**src/rtl/lcdt_pkg.sv**
```systemverilog
package lcdt_pkg;

    // field layout of the horizontal word
    localparam int PPL_LSB = 2;
    localparam int PPL_W   = 6;
    localparam int HSW_LSB = 8;
    localparam int HFP_LSB = 16;
    localparam int HBP_LSB = 24;
    localparam int HFLD_W  = 8;

    // field layout of the vertical word
    localparam int LPP_LSB = 0;
    localparam int LPP_W   = 10;
    localparam int VSW_LSB = 10;
    localparam int VSW_W   = 6;
    localparam int VFP_LSB = 16;
    localparam int VBP_LSB = 24;
    localparam int VFLD_W  = 8;

    // field layout of the extra word
    localparam int INV_HS_BIT = 0;
    localparam int INV_VS_BIT = 1;
    localparam int INV_DE_BIT = 2;
    localparam int EDGE_BIT   = 3;
    localparam int CPL_LSB    = 16;
    localparam int CPL_W      = 10;

    // counter widths able to hold the largest segment length
    localparam int HCNT_W = PPL_W + 5;
    localparam int VCNT_W = LPP_W + 1;

    typedef enum logic [1:0] {
        SEG_ACT  = 2'd0,
        SEG_FP   = 2'd1,
        SEG_SYNC = 2'd2,
        SEG_BP   = 2'd3
    } seg_e;

    typedef enum logic [1:0] {
        MODE_OFF  = 2'd0,
        MODE_DARK = 2'd1,
        MODE_LIVE = 2'd2
    } mode_e;

    typedef struct packed {
        logic [HCNT_W-1:0] h_act;
        logic [HCNT_W-1:0] h_fp;
        logic [HCNT_W-1:0] h_sync;
        logic [HCNT_W-1:0] h_bp;
        logic [HCNT_W-1:0] de_win;
        logic [VCNT_W-1:0] v_act;
        logic [VCNT_W-1:0] v_fp;
        logic [VCNT_W-1:0] v_sync;
        logic [VCNT_W-1:0] v_bp;
        logic [2:0]        inv;
        logic              edge_sel;
    } tcfg_t;

    localparam tcfg_t CFG_RST = '{
        h_act:  HCNT_W'(1),
        h_fp:   HCNT_W'(1),
        h_sync: HCNT_W'(1),
        h_bp:   HCNT_W'(1),
        de_win: HCNT_W'(1),
        v_act:  VCNT_W'(1),
        v_fp:   VCNT_W'(0),
        v_sync: VCNT_W'(1),
        v_bp:   VCNT_W'(0),
        inv:    3'b000,
        edge_sel: 1'b0
    };

endpackage

```
**src/rtl/lcdt_shadow.sv**
```systemverilog
module lcdt_shadow
    import lcdt_pkg::*;
(
    input  logic        clk,
    input  logic        rst_n,
    input  logic        load,
    input  logic [31:0] w_h,
    input  logic [31:0] w_v,
    input  logic [31:0] w_x,
    output tcfg_t       cfg
);

    tcfg_t dec;
    logic  unused_bits;

    assign unused_bits = ^{w_h[1:0], w_x[15:4], w_x[31:26]};

    // decode the packed words into segment lengths in ticks / lines
    always_comb begin
        dec.h_act    = (HCNT_W'(w_h[PPL_LSB +: PPL_W]) + HCNT_W'(1)) << 4;
        dec.h_fp     = HCNT_W'(w_h[HFP_LSB +: HFLD_W]) + HCNT_W'(1);
        dec.h_sync   = HCNT_W'(w_h[HSW_LSB +: HFLD_W]) + HCNT_W'(1);
        dec.h_bp     = HCNT_W'(w_h[HBP_LSB +: HFLD_W]) + HCNT_W'(1);
        dec.de_win   = HCNT_W'(w_x[CPL_LSB +: CPL_W]) + HCNT_W'(1);
        dec.v_act    = VCNT_W'(w_v[LPP_LSB +: LPP_W]) + VCNT_W'(1);
        dec.v_fp     = VCNT_W'(w_v[VFP_LSB +: VFLD_W]);
        dec.v_sync   = VCNT_W'(w_v[VSW_LSB +: VSW_W]) + VCNT_W'(1);
        dec.v_bp     = VCNT_W'(w_v[VBP_LSB +: VFLD_W]);
        dec.inv      = {w_x[INV_DE_BIT], w_x[INV_VS_BIT], w_x[INV_HS_BIT]};
        dec.edge_sel = w_x[EDGE_BIT];
    end

    always_ff @(posedge clk or negedge rst_n) begin
        if (!rst_n) begin
            cfg <= CFG_RST;
        end else if (load) begin
            cfg <= dec;
        end
    end

    AST_CFG_HOLD: assert property (@(posedge clk) disable iff (!rst_n)
        !$past(load) |-> $stable(cfg));

endmodule

```
**src/rtl/lcdt_hseq.sv**
```systemverilog
module lcdt_hseq
    import lcdt_pkg::*;
(
    input  logic              clk,
    input  logic              rst_n,
    input  logic              clr,
    input  logic              run,
    input  logic              ce,
    input  logic [HCNT_W-1:0] len_act,
    input  logic [HCNT_W-1:0] len_fp,
    input  logic [HCNT_W-1:0] len_sync,
    input  logic [HCNT_W-1:0] len_bp,
    output seg_e              h_seg,
    output logic [HCNT_W-1:0] h_cnt,
    output logic              line_end
);

    logic [HCNT_W-1:0] seg_len;
    seg_e              seg_nxt;
    logic              seg_end;

    always_comb begin
        unique case (h_seg)
            SEG_ACT:  begin seg_len = len_act;  seg_nxt = SEG_FP;   end
            SEG_FP:   begin seg_len = len_fp;   seg_nxt = SEG_SYNC; end
            SEG_SYNC: begin seg_len = len_sync; seg_nxt = SEG_BP;   end
            SEG_BP:   begin seg_len = len_bp;   seg_nxt = SEG_ACT;  end
        endcase
    end

    assign seg_end  = (h_cnt == seg_len - HCNT_W'(1));
    assign line_end = run && ce && (h_seg == SEG_BP) && seg_end;

    always_ff @(posedge clk or negedge rst_n) begin
        if (!rst_n) begin
            h_seg <= SEG_ACT;
            h_cnt <= '0;
        end else if (clr) begin
            h_seg <= SEG_ACT;
            h_cnt <= '0;
        end else if (run && ce) begin
            if (seg_end) begin
                h_seg <= seg_nxt;
                h_cnt <= '0;
            end else begin
                h_cnt <= h_cnt + HCNT_W'(1);
            end
        end
    end

    AST_HCNT_IN_SEG: assert property (@(posedge clk) disable iff (!rst_n)
        h_cnt < seg_len);

    AST_HOLD_WITHOUT_CE: assert property (@(posedge clk) disable iff (!rst_n)
        (!ce && !clr) |=> ($stable(h_cnt) && $stable(h_seg)));

endmodule

```
**src/rtl/lcdt_vseq.sv**
```systemverilog
module lcdt_vseq
    import lcdt_pkg::*;
(
    input  logic              clk,
    input  logic              rst_n,
    input  logic              clr,
    input  logic              line_end,
    input  logic [1:0]        sel,
    input  logic [VCNT_W-1:0] len_act,
    input  logic [VCNT_W-1:0] len_fp,
    input  logic [VCNT_W-1:0] len_sync,
    input  logic [VCNT_W-1:0] len_bp,
    output seg_e              v_seg,
    output logic [VCNT_W-1:0] v_cnt,
    output logic              frame_end,
    output logic              evt
);

    logic [VCNT_W-1:0] seg_len;
    seg_e              seg_nxt;
    logic              seg_end;
    logic              step;

    // zero-length porches are skipped
    always_comb begin
        unique case (v_seg)
            SEG_ACT: begin
                seg_len = len_act;
                seg_nxt = (len_fp != '0) ? SEG_FP : SEG_SYNC;
            end
            SEG_FP: begin
                seg_len = len_fp;
                seg_nxt = SEG_SYNC;
            end
            SEG_SYNC: begin
                seg_len = len_sync;
                seg_nxt = (len_bp != '0) ? SEG_BP : SEG_ACT;
            end
            SEG_BP: begin
                seg_len = len_bp;
                seg_nxt = SEG_ACT;
            end
        endcase
    end

    assign seg_end   = (v_cnt == seg_len - VCNT_W'(1));
    assign step      = line_end && seg_end;
    assign frame_end = step && (seg_nxt == SEG_ACT);

    always_ff @(posedge clk or negedge rst_n) begin
        if (!rst_n) begin
            v_seg <= SEG_ACT;
            v_cnt <= '0;
            evt   <= 1'b0;
        end else if (clr) begin
            v_seg <= SEG_ACT;
            v_cnt <= '0;
            evt   <= 1'b0;
        end else begin
            evt <= step && (seg_nxt == seg_e'(sel));
            if (step) begin
                v_seg <= seg_nxt;
                v_cnt <= '0;
            end else if (line_end) begin
                v_cnt <= v_cnt + VCNT_W'(1);
            end
        end
    end

    AST_VCNT_IN_SEG: assert property (@(posedge clk) disable iff (!rst_n)
        v_cnt < seg_len);

    AST_VSEG_ON_LINE_END: assert property (@(posedge clk) disable iff (!rst_n)
        (!$past(clr) && (v_seg != $past(v_seg))) |-> $past(line_end));

    AST_EVT_LONE: assert property (@(posedge clk) disable iff (!rst_n)
        evt |=> !evt);

endmodule

```
**src/rtl/lcd_raster_gen.sv**
```systemverilog
module lcd_raster_gen
    import lcdt_pkg::*;
(
    input  logic              clk,
    input  logic              rst_n,
    input  logic              pix_ce,
    input  logic [31:0]       tmg_h,
    input  logic [31:0]       tmg_v,
    input  logic [31:0]       tmg_x,
    input  logic              en,
    input  logic              pwr,
    input  logic [1:0]        evt_sel,
    output logic              hsync,
    output logic              vsync,
    output logic              de,
    output logic              pclk_fall,
    output logic [HCNT_W-1:0] px_x,
    output logic [VCNT_W-1:0] px_y,
    output logic              frm_evt
);

    mode_e             mode, mode_nxt;
    tcfg_t             cfg;
    seg_e              h_seg, v_seg;
    logic [HCNT_W-1:0] h_cnt;
    logic [VCNT_W-1:0] v_cnt;
    logic              line_end, frame_end;
    logic              clr, run, load, live;
    logic [2:0]        raw, lvl;

    // mode state machine: next state
    always_comb begin
        mode_nxt = mode;
        unique case (mode)
            MODE_OFF:  if (en) mode_nxt = pwr ? MODE_LIVE : MODE_DARK;
            MODE_DARK: if (!en) mode_nxt = MODE_OFF;
                       else if (pwr) mode_nxt = MODE_LIVE;
            MODE_LIVE: if (!en) mode_nxt = MODE_OFF;
                       else if (!pwr) mode_nxt = MODE_DARK;
            default:   mode_nxt = MODE_OFF;
        endcase
    end

    // mode state machine: state register
    always_ff @(posedge clk or negedge rst_n) begin
        if (!rst_n) mode <= MODE_OFF;
        else        mode <= mode_nxt;
    end

    assign clr  = !en;
    assign run  = (mode != MODE_OFF);
    assign load = (mode == MODE_OFF) || frame_end;

    lcdt_shadow u_shadow (
        .clk   (clk),
        .rst_n (rst_n),
        .load  (load),
        .w_h   (tmg_h),
        .w_v   (tmg_v),
        .w_x   (tmg_x),
        .cfg   (cfg)
    );

    lcdt_hseq u_hseq (
        .clk      (clk),
        .rst_n    (rst_n),
        .clr      (clr),
        .run      (run),
        .ce       (pix_ce),
        .len_act  (cfg.h_act),
        .len_fp   (cfg.h_fp),
        .len_sync (cfg.h_sync),
        .len_bp   (cfg.h_bp),
        .h_seg    (h_seg),
        .h_cnt    (h_cnt),
        .line_end (line_end)
    );

    lcdt_vseq u_vseq (
        .clk       (clk),
        .rst_n     (rst_n),
        .clr       (clr),
        .line_end  (line_end),
        .sel       (evt_sel),
        .len_act   (cfg.v_act),
        .len_fp    (cfg.v_fp),
        .len_sync  (cfg.v_sync),
        .len_bp    (cfg.v_bp),
        .v_seg     (v_seg),
        .v_cnt     (v_cnt),
        .frame_end (frame_end),
        .evt       (frm_evt)
    );

    // output process
    always_comb begin
        live      = (mode == MODE_LIVE);
        raw[0]    = (h_seg == SEG_SYNC);
        raw[1]    = (v_seg == SEG_SYNC);
        raw[2]    = (h_seg == SEG_ACT) && (v_seg == SEG_ACT) && (h_cnt < cfg.de_win);
        px_x      = (live && h_seg == SEG_ACT) ? h_cnt : '0;
        px_y      = (live && v_seg == SEG_ACT) ? v_cnt : '0;
        pclk_fall = live && cfg.edge_sel;
    end

    for (genvar g = 0; g < 3; g++) begin : g_pol
        assign lvl[g] = live && (raw[g] ^ cfg.inv[g]);
    end

    assign hsync = lvl[0];
    assign vsync = lvl[1];
    assign de    = lvl[2];

    AST_OFF_QUIET: assert property (@(posedge clk) disable iff (!rst_n)
        !en |=> (!hsync && !vsync && !de && !pclk_fall && !frm_evt
                 && px_x == '0 && px_y == '0));

    AST_DE_NEEDS_PWR: assert property (@(posedge clk) disable iff (!rst_n)
        de |-> $past(pwr));

endmodule

```
**config.mk**
```make
export PLATFORM = sky130hd
export DESIGN_NAME = lcd_raster_gen
export DESIGN_NICKNAME = d
export VERILOG_FILES = /design/src/rtl/lcdt_pkg.sv /design/src/rtl/lcdt_shadow.sv /design/src/rtl/lcdt_hseq.sv /design/src/rtl/lcdt_vseq.sv /design/src/rtl/lcd_raster_gen.sv
export SDC_FILE = /design/constraint.sdc
export NUM_CORES = 1
export LEC_CHECK = 0
export BUFFER_PORTS_ARGS = -buffer_cell sky130_fd_sc_hd__buf_2
export CORE_UTILIZATION = 45
export CTS_CLUSTER_SIZE = 12
export DETAILED_ROUTE_END_ITERATION = 7
export GPL_TIMING_DRIVEN = 0
export PLACE_DENSITY = 0.76
export SLEW_MARGIN = 20
export SYNTH_ARGS = -nofsm -noshare
export SYNTH_HDL_FRONTEND = slang
export SYNTH_HIERARCHICAL = 1
export SYNTH_SLANG_ARGS = --single-unit
```
**constraint.sdc**
```tcl
create_clock -name clk -period 6.8 [get_ports clk]
set_input_delay 1.02 -clock clk [delete_from_list [all_inputs] [get_ports clk]]
set_output_delay 1.02 -clock clk [all_outputs]
set_load 0.005 [all_outputs]
```
Word-level counts from Yosys, hierarchy flattened
Index checks and enable logic that the tools add are counted.
- bits in registers: 123
- bits in latches: 0
- memory bits (writable): 0
- ROM bits: 0
- output and inout bits: 27
- logic and storage cells: 101
- memories kept: 0
- add/sub/neg operators: 11
- multipliers: 0
- divide/modulo/power cells: 0
- $lt $le $gt $ge: 1
- eq/ne operators: 18
- shift operators: 0
- mux-type cells: 27
- bitwise logic cells: 3
- reductions and logical operators: 24
- operators by type and width (kind ; count):
    $mux W11 ; 8
    $pmux W11 S4 ; 2
    $add A8 B1 Y9 const B ; 3
    $mux W2 ; 13
    $add A10 B1 Y11 const B ; 2
    $add A11 B1 Y11 const B ; 2
    $eq A11 B11 Y1 ; 2
    $reduce_bool A11 Y1 ; 2
    $sub A11 B1 Y11 const B ; 2
    $pmux W2 S4 ; 2
    $add A6 B1 Y7 const B ; 2
    $logic_and A1 B1 Y1 ; 14
    $lt A11 B11 Y1 ; 1
    $eq A2 B2 Y1 const B ; 5
    $logic_not A2 Y1 ; 4
    $eq A2 B1 Y1 const B ; 3
    $ne A2 B1 Y1 const B ; 3
    $ne A3 B3 Y1 const B ; 2
    $pmux W2 S3 ; 1
    $ne A3 B1 Y1 const B ; 1
    $reduce_and A3 Y1 ; 1
    $xor A1 B1 Y1 ; 3
    $eq A2 B2 Y1 ; 1
    $ne A2 B2 Y1 const B ; 1
    other kinds (4) ; 4

Depth between registers and ports, before layout
- word-level depth: 8
- mapped depth: 23
- depth with buffers taken out: 19

Modules after synthesis
Netlist, hierarchy kept.
- by module, submodules not included (module ; times used ; cells an instance ; area each (µm²) ; sequential area each (µm²)):
    lcdt_shadow ; 1 ; 376 ; 3953.8 ; 2110.8
    lcdt_vseq ; 1 ; 148 ; 1496.4 ; 350.3
    lcdt_hseq ; 1 ; 161 ; 1382.6 ; 325.3
    lcd_raster_gen ; 1 ; 84 ; 593.1 ; 50.0

Worst setup path before layout
OpenSTA, ideal clock, no wires.
- kind: reg2reg
- start: register u_hseq.h_seg[0]
- end: register, netlist name u_shadow/cfg[27]
- library setup time: 125 ps
- data arrival time: 4368 ps
- data required time: 6675 ps
- setup slack: 2307 ps
- cell stages (with the launch flop): 22
- path buffers: 4
- path through: dfrtp_1 -> inv_1 -> ha_1 -> buf_2 -> a222oi_1 -> nand2_1 -> o21ai_0 -> ha_1 -> xor2_1 -> o21ai_0 -> nor2_2 -> and4_1 -> and4_2 -> nand4_1 -> nor4_1 -> and3_4 -> buf_6 -> and2_1 -> nand2b_1 -> clkbuf_1 -> buf_2 -> mux2_2
- word-level cells in the longest chain between the ends: 8
- RTL lines (item ; line ; text):
    start: declaration ; lcdt_hseq.sv:13 ; output seg_e h_seg,
    start signal: assignment ; lcdt_hseq.sv:43 ; h_seg <= seg_nxt;
    $eq A2 B2 Y1, or another cell as far along ; lcdt_hseq.sv:23, lcdt_hseq.sv:32 ;
    $pmux W11 S4 ; lcdt_hseq.sv:23 ; unique case (h_seg)
    $sub A11 B1 Y11 ; lcdt_hseq.sv:31 ; assign seg_end = (h_cnt == seg_len - HCNT_W'(1));
    $eq A11 B11 Y1 ; lcdt_hseq.sv:31 ;
    $logic_and A1 B1 Y1 * ; lcdt_hseq.sv:32 ; assign line_end = run && ce && (h_seg == SEG_BP) && seg_end;
    via line_end ; lcd_raster_gen.sv:27 ; logic line_end, frame_end;
    $logic_and A1 B1 Y1 * ; lcdt_vseq.sv:47 ; assign step = line_end && seg_end;
    $logic_and A1 B1 Y1 * ; lcdt_vseq.sv:48 ; assign frame_end = step && (seg_nxt == SEG_ACT);
    via frame_end ; lcd_raster_gen.sv:27 ;
    $logic_or A1 B1 Y1 * ; lcd_raster_gen.sv:52 ; assign load = (mode == MODE_OFF) || frame_end;
    via load ; lcd_raster_gen.sv:28 ; logic clr, run, load, live;
The timed path passes the listed nets; every way through them passes the cells marked *.
A chain may end at the register's enable or synchronous reset.

Worst setup path in the final report
- start: register u_hseq.h_seg[0]
- end: register, netlist name u_shadow/cfg[57]
- word-level cells in the longest chain between the ends: 8
- RTL lines (item ; line):
    $eq A2 B2 Y1, or another cell as far along ; lcdt_hseq.sv:23, lcdt_hseq.sv:32
    $pmux W11 S4 ; lcdt_hseq.sv:23
    $sub A11 B1 Y11 ; lcdt_hseq.sv:31
    $eq A11 B11 Y1 ; lcdt_hseq.sv:31
    $logic_and A1 B1 Y1 * ; lcdt_hseq.sv:32
    via line_end ; lcd_raster_gen.sv:27
    $logic_and A1 B1 Y1 * ; lcdt_vseq.sv:47
    $logic_and A1 B1 Y1 * ; lcdt_vseq.sv:48
    via frame_end ; lcd_raster_gen.sv:27
    $logic_or A1 B1 Y1 * ; lcd_raster_gen.sv:52
    via load ; lcd_raster_gen.sv:28
Marked as above.

==> metrics.md <==
| Metric | Value |
|---|---|
| Status | finished clean |
| Nets@finish | roughly 1.0k |
| Drt via density | about 5.7 |
| Hold/Removal Path Class | reg2reg |
| Avg WL per Cell | between 15 and 20 um |
| Final Power | 2.02 mW |
| Die height | approximately 130 um |
| Ratio of cells with drive above 1 in the final layout | between 20% and 30% |
| Sequential share of the synthesized area | 38.2% |
| Yosys warns | 6 |
| Root Buffer | clkbuf_16 |
| CP arrival | between 6 and 7 ns |
| Distinct cell type count after synthesis | 72 |
| Met1 Use GR | 32.7% |
| First DRT Iteration DRCs | 479 |
| Num CTS Buffers | 17 |
| Register area | between 2000 and 3000 um^2 |
| CTS tree | built |
| # fillers | between 1k and 1.5k |
| Clock skew | ~0.012 ns |
| Post-CTS setup buffers | 0 |
| 1st-pass router iterations | 5 |
| Measured slew at the worst slew-check pin | roughly 1.0 ns |
| Met2 Usage GRT | between 30% and 40% |
| Gr ovfl total | 0 |
| Crit share post-route | a little under nine tenths |
| Multiplexer area fraction after synthesis | approximately 8% |
| Global-route wire length before repair | 31100 um |
| Main combinational cell family by area after synthesis | simple AND/OR/NAND/NOR gates |
| Simple-Gate Fraction of Synth Area | 21.2% |
| GP Congestion | between 0.8 and 0.9 |
| Most Crowded Layer GR | met2 |
| Setup-failing EPs final | 0 |
| Synth top area cells | dfrtp_1 36%, xnor2_1 4.7%, mux2_2 4.5% |
| Worst skew pair latency | between 0.4 and 0.5 ns |
| CTS H-tree lvls | 4 |
| Io pins | 130 |
| Complex-gate fraction of the synthesized area | ~13% |
| Core ar. | between 15000 and 20000 um^2 |
| Reg clk slew, reported paths | roughly 0.050 ns |
| Initial antenna violation count | 0 |
| Fraction of registers with async set or reset after synthesis | between 90% and 100% |
| Post-cts resize count | 0 |
| Starting Density | a little under half |
| RSZ-0062 raised after global routing | false |
| Port-buffer cells | 109 |
| Fin. max-slew vios | 0 |
| Crit path capture type | flip-flop |
| Post-synth EDFFs | 0 |
| Final hold violations | 0 |
| Multi-input gate area | roughly 4200 um^2 |
| Peak Freq | ~170 MHz |
| Max FO, Critical Path | 10 |
| Lkg Pwr | a little under 4 nW |
| CTS Hold Bufs | 0 |
| Fin Setup TNS | 0 ns |
| Mapped Cells | 769 |
| Layout area overhead | 20.8% |
| Post-detail-place hpwl | between 10000 and 15000 um |
| Post-Syn Area | ~7400 um^2 |
| Slew margin rel. | ~34% |
| Crit path time final | about 5.8 ns |
| Xor and xnor fraction of the mapped netlist area | under 10% |
| Pwr Density | around 230 nW/um^2 |
| GRT Overall Usage | between 20 and 25% |
| CTS max path bufs | 2 |
| Most used DFF post-synth | dfrtp_1 |
| Setup crit start kind | flip-flop |
| M3 GR Usage | 5.70% |
| Pin count of the biggest net entering global routing | between 70 and 80 |
| Die area | roughly 17000 um^2 |
| WL final | between 15000 and 20000 um |
| Flops & latches, synth | roughly 110 |
| Post-Syn Area per Cell | 9.66 um^2 |
| # Max-Cap Violations | 0 |
| Synth cell count leaders | 106 x dfrtp_1, 61 x nor2_1, 44 x nand2_1 |
| Rows | 46 |
| Post-synth top area cell | dfrtp_1 |
| Top-area cell type share of the netlist area | approximately 36% |
| Cell with the most instances after synthesis | dfrtp_1 |
| Routed via count | ~6.5k |
| Worst path required time | 7.05 ns |
| Number of global-route vias before repair | 6090 |
| Antenna-violating nets left | 0 |
| Post-synthesis adder-cell area fraction | ~4.2% |
| Kind of critical path | reg2reg |
| VDD IR max | 0.190 mV |
| Die width | between 100 and 150 um |
| Clock sink count | ~110 |
| DRC viols | 0 |
==> flip-flops by register name, indices dropped and copies added, names as in the netlist <==
| register | cells |
|---|---|
| u_vseq/v_seg | 2 |
| u_vseq/evt | 1 |
| mode | 2 |
| u_shadow/cfg | 84 |
| u_hseq/h_cnt | 11 |
| u_vseq/v_cnt | 11 |
| u_hseq/h_seg | 2 |
==> per-layer routing <==
metal,part of all wire [%],vias up
met3,7.7,32
met4,1.9,0
li1,-,3068
met5,0,-
met2,46,268
met1,44,3131
==> final timing paths <==
path | slack, ns | from | to | cells past startpoint
max in group asynchronous | 5.57 | rst_n | u_shadow/cfg[92] | 2
max reg2reg | 0.96 | u_hseq/h_seg[0] | u_shadow/cfg[57] | 22
min | 0.49 | u_shadow/cfg[48] | u_shadow/cfg[48] | 2
min reg2reg | 0.49 | u_shadow/cfg[48] | u_shadow/cfg[48] | 2
min in group asynchronous | 0.51 | rst_n | u_vseq/v_cnt[5] | 1
max | 0.96 | u_hseq/h_seg[0] | u_shadow/cfg[57] | 22
==> where the power goes <==
part,switching [mW],total [mW],internal [mW]
Sequential,0.0449,0.783,0.738
Clock,0.307,0.930,0.623
Combinational,0.176,0.312,0.136
Total,0.527,2.02,1.50
==> through the flow <==
| stage | std cells | cell area (um^2) | setup WS [ns] | util, % | hold slack [ns] |
|---|---|---|---|---|---|
| final | 1146 | 8970 | 0.957 | 56.1 | 0.489 |
| after global routing | 1145 | 8970 | 0.689 | 56.1 | 0.504 |
| after CTS | 1145 | 8970 | 1.10 | 56.1 | 0.484 |
| after detailed placement | 1113 | 8340 | 1.15 | 52.1 | 0.472 |
| after global placement | 1112 | 8310 | 1.26 | 51.9 | 0.462 |
| after floorplan | 787 | 7490 | 2.31 | - | 0.446 |
==> cell type report <==
type	count	share of cell area [%]
Clock buffer	24	5.59
Timing Repair Buffer	110	6.46
Inverter	27	1.13
Antenna cell	1	0.0279
Buffer	56	4.04
Tap cell	216	3.01
Clock inverter	8	1.39
Sequential cell	113	31.6
Multi-Input combinational cell	591	46.7
==> cell usage in the layout, fill, tap and decap left out, types with 19 or more instances in the layout <==
cell type and n:
a21oi_1 36, a31oi_1 25, buf_2 116, buf_4 21
clkbuf_1 19, conb_1 19, dfrtp_1 106, ha_1 25
inv_1 27, mux2_2 30, nand2_1 44, nand3_1 35
nor2_1 61, o21ai_0 32, or3_1 20, xnor2_1 40
xor2_1 33
==> worst max-delay path: stages (launching register included) <==
cell and delay [ns]:
dfrtp_1 0.53, inv_1 0.12, ha_1 0.25, buf_2 0.21, a222oi_1 0.49, nand2_1 0.11, o21ai_0 0.16, ha_1 0.30
xor2_1 0.14, o21ai_0 0.13, nor2_2 0.15, and4_1 0.24, and4_2 0.33, nand4_1 0.12, nor4_1 0.50, and3_4 0.28
buf_6 0.11, and2_1 0.11, nand2b_1 0.11, clkbuf_1 0.35, buf_6 0.22, clkbuf_1 0.51, a31oi_1 0.20
==> logic make-up after synthesis <==
logic type / Yosys count
other: 1
adders and majority gates: 25
muxes: 42
AOI/OAI and AO/OA: 151
DFF: 113
xor gates and xnor gates: 73
and+or+nand+nor: 281
buffers and inverters: 83
Note: power is estimated with default switching activity, not from simulation.
